`config.mk`:
```
export PLATFORM = sky130hd
export DESIGN_NAME = vlpipe_top
export DESIGN_NICKNAME = d
export VERILOG_FILES = /design/src/rtl/vlpipe_pkg.sv /design/src/rtl/vlpipe_regfile.sv /design/src/rtl/vlpipe_alu.sv /design/src/rtl/vlpipe_ctrl.sv /design/src/rtl/vlpipe_dpath.sv /design/src/rtl/vlpipe_top.sv
export SDC_FILE = /design/constraint.sdc
export NUM_CORES = 1
export LEC_CHECK = 0
export BUFFER_PORTS_ARGS = -buffer_cell sky130_fd_sc_hd__buf_4
export CORE_MARGIN = 3
export CORE_UTILIZATION = 45
export DETAILED_ROUTE_END_ITERATION = 16
export PLACE_DENSITY = 0.68
export SYNTH_ARGS = -nofsm -noshare
export SYNTH_HDL_FRONTEND = slang
export SYNTH_SLANG_ARGS = --single-unit
```
`constraint.sdc`:
```
create_clock -name clk -period 35.2 [get_ports clk]
set_input_delay 7.04 -clock clk [delete_from_list [all_inputs] [get_ports clk]]
set_output_delay 7.04 -clock clk [all_outputs]
set_load 0.02 [all_outputs]
```
`src/rtl/vlpipe_pkg.sv`:
```
package vlpipe_pkg;

  typedef enum logic [1:0] {
    OP_ADD = 2'b00,
    OP_SUB = 2'b01,
    OP_MUL = 2'b10,
    OP_DIV = 2'b11
  } opcode_e;

  // Strobes from the control unit to the datapath
  typedef struct packed {
    logic ifLoad;    // fetch register captures the input port
    logic idLoad;    // decode register captures fetch
    logic ofLoad;    // operand-read register captures decode
    logic poLoad;    // execute register captures operand read
    logic fwdEn;     // execute result is final this cycle (forward + move on)
    logic regWrite;  // write-back stage holds a real instruction
  } pipe_strobe_t;

endpackage

```
`src/rtl/vlpipe_regfile.sv`:
```
module vlpipe_regfile #(
  parameter int DATA_W   = 16,
  parameter int REG_N    = 8,
  parameter int NRD      = 3,
  parameter int RST_BASE = 5,
  parameter int RST_STEP = 11,
  localparam int AW      = $clog2(REG_N)
) (
  input  logic                       clk,
  input  logic                       rstN,
  input  logic                       we,
  input  logic [AW-1:0]              waddr,
  input  logic [DATA_W-1:0]          wdata,
  input  logic [NRD-1:0][AW-1:0]     raddr,
  output logic [NRD-1:0][DATA_W-1:0] rdata
);

  logic [DATA_W-1:0] mem [REG_N];

  always_ff @(posedge clk or negedge rstN) begin
    if (!rstN) begin
      for (int k = 0; k < REG_N; k++) begin
        mem[k] <= DATA_W'(RST_BASE + k * RST_STEP);
      end
    end else if (we) begin
      mem[waddr] <= wdata;
    end
  end

  // Write-through read ports
  for (genvar g = 0; g < NRD; g++) begin : gRead
    always_comb begin
      if (we && (waddr == raddr[g])) rdata[g] = wdata;
      else                           rdata[g] = mem[raddr[g]];
    end
  end

endmodule

```
`src/rtl/vlpipe_alu.sv`:
```
module vlpipe_alu
  import vlpipe_pkg::*;
#(
  parameter int DATA_W = 16
) (
  input  opcode_e           op,
  input  logic [DATA_W-1:0] srcA,
  input  logic [DATA_W-1:0] srcB,
  output logic [DATA_W-1:0] result
);

  always_comb begin
    unique case (op)
      OP_ADD: result = srcA + srcB;
      OP_SUB: result = srcA - srcB;
      OP_MUL: result = srcA * srcB;
      default: begin
        if (srcB == '0) result = '1;
        else            result = srcA / srcB;
      end
    endcase
  end

endmodule

```
`src/rtl/vlpipe_ctrl.sv`:
```
module vlpipe_ctrl
  import vlpipe_pkg::*;
#(
  parameter int LAT_ADD  = 1,
  parameter int LAT_MUL  = 3,
  parameter int LAT_DIV  = 6,
  localparam int LAT_MAX = (LAT_DIV > LAT_MUL) ? ((LAT_DIV > LAT_ADD) ? LAT_DIV : LAT_ADD)
                                               : ((LAT_MUL > LAT_ADD) ? LAT_MUL : LAT_ADD),
  localparam int CNT_W   = $clog2(LAT_MAX + 1)
) (
  input  logic         clk,
  input  logic         rstN,
  input  logic         instrValid,
  input  opcode_e      ofOp,
  input  opcode_e      poOp,
  output logic         instrReady,
  output logic         retireValid,
  output pipe_strobe_t strobe
);

  logic ifV, idV, ofV, poV, woV;
  logic [CNT_W-1:0] remCnt;
  logic [CNT_W-1:0] ageCnt;
  logic poBusy, poDone, ofHold, idHold, ifHold;

  function automatic logic [CNT_W-1:0] extraCycles(opcode_e op);
    unique case (op)
      OP_MUL:  return CNT_W'(LAT_MUL - 1);
      OP_DIV:  return CNT_W'(LAT_DIV - 1);
      default: return CNT_W'(LAT_ADD - 1);
    endcase
  endfunction

  // Backward stall chain
  always_comb begin
    poBusy = poV && (remCnt != '0);
    poDone = poV && (remCnt == '0);
    ofHold = ofV && poBusy;
    idHold = idV && ofHold;
    ifHold = ifV && idHold;
  end

  assign instrReady  = !ifHold;
  assign retireValid = woV;

  always_comb begin
    strobe.ifLoad   = !ifHold;
    strobe.idLoad   = !idHold;
    strobe.ofLoad   = !ofHold;
    strobe.poLoad   = !poBusy;
    strobe.fwdEn    = poDone;
    strobe.regWrite = woV;
  end

  always_ff @(posedge clk or negedge rstN) begin
    if (!rstN) begin
      ifV    <= 1'b0;
      idV    <= 1'b0;
      ofV    <= 1'b0;
      poV    <= 1'b0;
      woV    <= 1'b0;
      remCnt <= '0;
      ageCnt <= '0;
    end else begin
      if (!ifHold) ifV <= instrValid;
      if (!idHold) idV <= ifV;
      if (!ofHold) ofV <= idV;
      if (poBusy) begin
        remCnt <= remCnt - 1'b1;
        ageCnt <= ageCnt + 1'b1;
      end else begin
        poV    <= ofV;
        remCnt <= ofV ? extraCycles(ofOp) : '0;
        ageCnt <= '0;
      end
      // a bubble enters write-back while execute is still working
      woV <= poDone;
    end
  end

  // Occupancy measured by an up-counter independent of the down-counter
  p_exec_len_r2: assert property (@(posedge clk) disable iff (!rstN)
    poDone |-> (ageCnt == extraCycles(poOp)));

  p_of_hold_r3: assert property (@(posedge clk) disable iff (!rstN)
    (ofV && poBusy) |=> ofV);

  p_ready_full_r3: assert property (@(posedge clk) disable iff (!rstN)
    !instrReady |-> (ifV && idV && ofV && poV));

  p_wb_bubble_r9: assert property (@(posedge clk) disable iff (!rstN)
    (poV && !poDone) |=> !retireValid);

endmodule

```
`src/rtl/vlpipe_dpath.sv`:
```
module vlpipe_dpath
  import vlpipe_pkg::*;
#(
  parameter int DATA_W   = 16,
  parameter int REG_N    = 8,
  parameter int RST_BASE = 5,
  parameter int RST_STEP = 11,
  localparam int AW      = $clog2(REG_N)
) (
  input  logic              clk,
  input  logic              rstN,
  input  pipe_strobe_t      strobe,
  input  logic [1:0]        instrOp,
  input  logic [AW-1:0]     instrRd,
  input  logic [AW-1:0]     instrRs1,
  input  logic [AW-1:0]     instrRs2,
  output opcode_e           ofOpOut,
  output opcode_e           poOpOut,
  output logic [AW-1:0]     retireRd,
  output logic [DATA_W-1:0] retireData,
  input  logic [AW-1:0]     dbgAddr,
  output logic [DATA_W-1:0] dbgData
);

  localparam int NRD = 3;

  opcode_e           ifOp, idOp, ofOp, poOp;
  logic [AW-1:0]     ifRd, idRd, ofRd, poRd, woRd;
  logic [AW-1:0]     ifRs1, idRs1, ofRs1;
  logic [AW-1:0]     ifRs2, idRs2, ofRs2;
  logic [DATA_W-1:0] poA, poB, woData, aluRes;
  logic [DATA_W-1:0] fwdA, fwdB;
  logic [NRD-1:0][AW-1:0]     rfAddr;
  logic [NRD-1:0][DATA_W-1:0] rfData;

  assign ofOpOut    = ofOp;
  assign poOpOut    = poOp;
  assign retireRd   = woRd;
  assign retireData = woData;

  always_ff @(posedge clk or negedge rstN) begin
    if (!rstN) begin
      ifOp <= OP_ADD; ifRd <= '0; ifRs1 <= '0; ifRs2 <= '0;
      idOp <= OP_ADD; idRd <= '0; idRs1 <= '0; idRs2 <= '0;
      ofOp <= OP_ADD; ofRd <= '0; ofRs1 <= '0; ofRs2 <= '0;
      poOp <= OP_ADD; poRd <= '0; poA   <= '0; poB   <= '0;
      woRd <= '0;     woData <= '0;
    end else begin
      if (strobe.ifLoad) begin
        ifOp <= opcode_e'(instrOp); ifRd <= instrRd; ifRs1 <= instrRs1; ifRs2 <= instrRs2;
      end
      if (strobe.idLoad) begin
        idOp <= ifOp; idRd <= ifRd; idRs1 <= ifRs1; idRs2 <= ifRs2;
      end
      if (strobe.ofLoad) begin
        ofOp <= idOp; ofRd <= idRd; ofRs1 <= idRs1; ofRs2 <= idRs2;
      end
      if (strobe.poLoad) begin
        poOp <= ofOp; poRd <= ofRd; poA <= fwdA; poB <= fwdB;
      end
      if (strobe.fwdEn) begin
        woRd <= poRd; woData <= aluRes;
      end
    end
  end

  // Execute-to-execute forwarding muxes
  always_comb begin
    fwdA = (strobe.fwdEn && (poRd == ofRs1)) ? aluRes : rfData[0];
    fwdB = (strobe.fwdEn && (poRd == ofRs2)) ? aluRes : rfData[1];
  end

  always_comb begin
    rfAddr[0] = ofRs1;
    rfAddr[1] = ofRs2;
    rfAddr[2] = dbgAddr;
  end
  assign dbgData = rfData[2];

  vlpipe_regfile #(
    .DATA_W(DATA_W), .REG_N(REG_N), .NRD(NRD),
    .RST_BASE(RST_BASE), .RST_STEP(RST_STEP)
  ) rf_i (
    .clk(clk), .rstN(rstN),
    .we(strobe.regWrite), .waddr(woRd), .wdata(woData),
    .raddr(rfAddr), .rdata(rfData)
  );

  vlpipe_alu #(.DATA_W(DATA_W)) alu_i (
    .op(poOp), .srcA(poA), .srcB(poB), .result(aluRes)
  );

  // A held fetch slot keeps its instruction
  p_if_stable_r3: assert property (@(posedge clk) disable iff (!rstN)
    !strobe.ifLoad |=> ($stable(ifOp) && $stable(ifRd) && $stable(ifRs1) && $stable(ifRs2)));

  // Operands stay frozen during a multicycle operation
  p_po_operands_r2: assert property (@(posedge clk) disable iff (!rstN)
    !strobe.poLoad |=> ($stable(poA) && $stable(poB) && $stable(poOp)));

endmodule

```
`src/rtl/vlpipe_top.sv`:
```
module vlpipe_top
  import vlpipe_pkg::*;
#(
  parameter int DATA_W   = 16,
  parameter int REG_N    = 8,
  parameter int LAT_ADD  = 1,
  parameter int LAT_MUL  = 3,
  parameter int LAT_DIV  = 6,
  parameter int RST_BASE = 5,
  parameter int RST_STEP = 11,
  localparam int AW      = $clog2(REG_N)
) (
  input  logic              clk,
  input  logic              rstN,
  input  logic              instrValid,
  input  logic [1:0]        instrOp,
  input  logic [AW-1:0]     instrRd,
  input  logic [AW-1:0]     instrRs1,
  input  logic [AW-1:0]     instrRs2,
  output logic              instrReady,
  output logic              retireValid,
  output logic [AW-1:0]     retireRd,
  output logic [DATA_W-1:0] retireData,
  input  logic [AW-1:0]     dbgAddr,
  output logic [DATA_W-1:0] dbgData
);

  pipe_strobe_t strobe;
  opcode_e      ofOp, poOp;

  vlpipe_ctrl #(
    .LAT_ADD(LAT_ADD), .LAT_MUL(LAT_MUL), .LAT_DIV(LAT_DIV)
  ) ctrl_i (
    .clk(clk), .rstN(rstN), .instrValid(instrValid),
    .ofOp(ofOp), .poOp(poOp),
    .instrReady(instrReady), .retireValid(retireValid), .strobe(strobe)
  );

  vlpipe_dpath #(
    .DATA_W(DATA_W), .REG_N(REG_N), .RST_BASE(RST_BASE), .RST_STEP(RST_STEP)
  ) dpath_i (
    .clk(clk), .rstN(rstN), .strobe(strobe),
    .instrOp(instrOp), .instrRd(instrRd), .instrRs1(instrRs1), .instrRs2(instrRs2),
    .ofOpOut(ofOp), .poOpOut(poOp),
    .retireRd(retireRd), .retireData(retireData),
    .dbgAddr(dbgAddr), .dbgData(dbgData)
  );

endmodule

```
==> flow_summary.ini <==
[run_status]
status = finished, final reports clean

[logic_synthesis]
synth_compound_area_share_pct = 13.6
synth_cell_types = 90
ys.flop_type = dfrtp_1
muxShareOfSynthArea_pct = 21.0
syn_area_sq_mm = 0.0239
synth.most_common_cell = nand2_1
yosys.area.top_type = dfrtp_1
yosysWarnings = 0
syn-num-nets = 2823
synth_top_family_by_area = multiplexers
synth_fa_ha_area_share_pct = 17.7
synth_seq_cells = 225
synthTopCellsByArea = dfrtp_1 21%, ha_1 11%, mux2_2 9.2%, mux4_2 9.1%, fa_1 6.8%
synth_seq_area_share_pct = 23.7
yosysTopAreaCellShare_pct = 21.1
synth_common_cells = 275 x nand2_1, 207 x ha_1, 201 x dfrtp_1
synth_xor_xnor_area_share_pct = 4.81
synth-edff-count = 0
syn_avg_cell_area_sq_um = 9.47
syn_inst = 2518
yosys.area_share.simple_pct = 14.1
async_flop_share_pct = 100

[cells_and_area]
diodes = 0
nNetsFinal = 2796
final_core_util_pct = 49.5
layout-drive-gt1-share_pct = 20.3
area_growth_pct = 7.69

[setup_path]
critical-path-slowest-cell = o31ai_2
path_max_fanout = 23
critPathArrivalTime_ns = 30.64
endpoint_kind = register
critPathMaxStageDelay_ns = 0.93
r2r_slack_ns = 4.92
cp_common_cell = a21oi_1
critPathRequiredTime_ns = 35.56
rr_endpoint = dpath_i.poA[0]$_DFFE_PN0N_
reg2reg_from = dpath_i.poB[7]$_DFFE_PN0N_
startpoint_type = register
r2r_cells = 112
crit_type = register to register

[global_route]
grt_pass1_vias = 20100
globalRouteOverflowTotal = 0
grt.total_usage_pct = 24.8
antenna_found_initial = 1
grt_max_degree = 79
grt_pass1_wl_mm = 112

[clocking]
cts_repair_resize_count = 0
insertion_delay_ns = 0.52
cts_setup_buffers = 0
cts_made_buffers = 22
clock-sinks = 225
htree_num_levels = 1
cts_tree = yes
clkSlewWorstSetupHoldPaths_ns = 0.07
cts_buffer_depth = 3
cts_root_buffer = clkbuf_16
hold_buffers = 0

[drt]
drtPass1Iterations = 5
drtIter0Drc = 1444
wl_per_cell_um = 22.0
vias_per_cell = 6.13
drcViolationCount = 0
ant_nets = 0
vias = 19500
wl_mm = 70.0

[floorplan]
die_area_sq_mm = 0.0558
initial_core_util_pct = 45.9
num_rows = 83
ios = 54
die_h_um = 236
core_area_sq_mm = 0.0519
die_width_um = 236

[run]
drv_cap = 0

[timing]
slew_viol_final = 0
fin_crit_ns = 30.28
finalSetupViolCount = 0
fmax_ghz = 0.0330
hold_viol = 0
slew_headroom_pct = 18.7
finalClockSkew_ns = 0.0148
tightest_slew_ns = 1.21
timing.final.crit_share_pct = 86.0
tns_ns = 0
rsz0062_at_grt = false

[placement]
place_congestion = 0.953
port_buffers = 53
dp_hpwl_mm = 51.4

[min_path]
hp-start = ctrl_i.remCnt[0]$_DFF_PN0_
min_path_type = register to register
hold_depth = 1
whs_endpoint = ctrl_i.remCnt[0]$_DFF_PN0_
## routing by layer
layer  track usage, %  up-vias  share of wire, %
li1                 -     8949                 -
met1             31.9     9746                42
met2             42.4      652                48
met3             3.12      190               6.0
met4             9.93        0               4.4
met5                0        -                 0
## worst max-delay path, delay by kind of cell, from the launching register on
kind,cells,cell delay (ns)
flops,1,0.58
buf+inv,4,0.58
mux,3,1.16
compound gates,61,16.65
fa+ha+maj,15,4.42
simple gates,29,6.66
## stage by stage
step	cells	cell area, sq um	hold WS (ns)	setup slack, ns
6_report	3186	25700	0.466	4.92
2_1_floorplan	2518	23900	0.435	8.93
4_1_cts	3186	25700	0.475	5.28
3_5_place_dp	3147	24900	0.461	5.45
5_1_grt	3186	25700	0.489	2.54
3_3_place_gp	3147	24900	0.457	6.20
## layout make-up
class,instances,area (sq um)
fill,4787,26200
clock inverter,7,113
sequential,225,5660
inverter,163,612
multi-input combinational,1980,17000
clock buffer,32,669
tap,680,851
timing repair buffer,99,751
## kinds of logic (layout without fill, tap and decap cells)
logic type,count (synthesis),count (layout)
AND/OR/NAND/NOR,712,712
flip-flops,225,225
buffers and inverters,313,301
adder cells (fa/ha/maj),288,288
XOR/XNOR,131,131
multiplexers,356,356
AO/OA/AOI/OAI,493,493
## registers in the layout, indices dropped and copies added, names as in the netlist, 2 cells and up
signal	cells
dpath_i.ofRs1	3
dpath_i.retireRd	3
dpath_i.ofRs2	3
dpath_i.idRs1	3
dpath_i.poRd	3
dpath_i.ifRs1	3
dpath_i.poB	16
dpath_i.ofOpOut	2
dpath_i.ofRd	3
dpath_i.poA	16
dpath_i.idOp	2
ctrl_i.remCnt	3
dpath_i.idRd	3
dpath_i.ifOp	2
dpath_i.ifRs2	3
dpath_i.retireData	16
dpath_i.ifRd	3
dpath_i.rf_i.mem	128
dpath_i.poOpOut	2
dpath_i.idRs2	3
## cell usage in the layout (no fill, tap or decap), types with 28 or more instances in the layout
cell / netlist / routed
a211oi_1: 37 / 37
a21o_1: 28 / 28
a21oi_1: 123 / 123
buf_4: 0 / 98
dfrtp_1: 201 / 199
fa_1: 81 / 81
ha_1: 207 / 207
inv_1: 161 / 161
mux2_2: 194 / 194
mux2i_1: 65 / 65
mux4_2: 96 / 96
nand2_1: 275 / 275
nand3_1: 28 / 28
nor2_1: 182 / 182
nor3_1: 44 / 42
o21a_1: 44 / 44
o21ai_0: 106 / 106
xnor2_1: 94 / 94
xor2_1: 37 / 37
## how the worst max path moves through the flow
stage / to / from / cells after the start / slack (ns)
3_3_place_gp: dpath_i.poA[0]$_DFFE_PN0N_ / dpath_i.poB[0]$_DFFE_PN0N_ / 117 / 6.20
3_5_place_dp: dpath_i.poA[0]$_DFFE_PN0N_ / dpath_i.poB[0]$_DFFE_PN0N_ / 115 / 5.45
6_report: dpath_i.poA[0]$_DFFE_PN0N_ / dpath_i.poB[7]$_DFFE_PN0N_ / 112 / 4.92
5_1_grt: dpath_i.poA[0]$_DFFE_PN0N_ / dpath_i.poB[0]$_DFFE_PN0N_ / 114 / 2.54
4_1_cts: dpath_i.poA[0]$_DFFE_PN0N_ / dpath_i.poB[0]$_DFFE_PN0N_ / 115 / 5.28
2_1_floorplan: dpath_i.poB[0]$_DFFE_PN0N_ / dpath_i.poB[0]$_DFFE_PN0N_ / 122 / 8.93
Power is left out: the tool's default activity adds up to more than one toggle a clock period on the data nets, which glitch-free logic cannot reach.
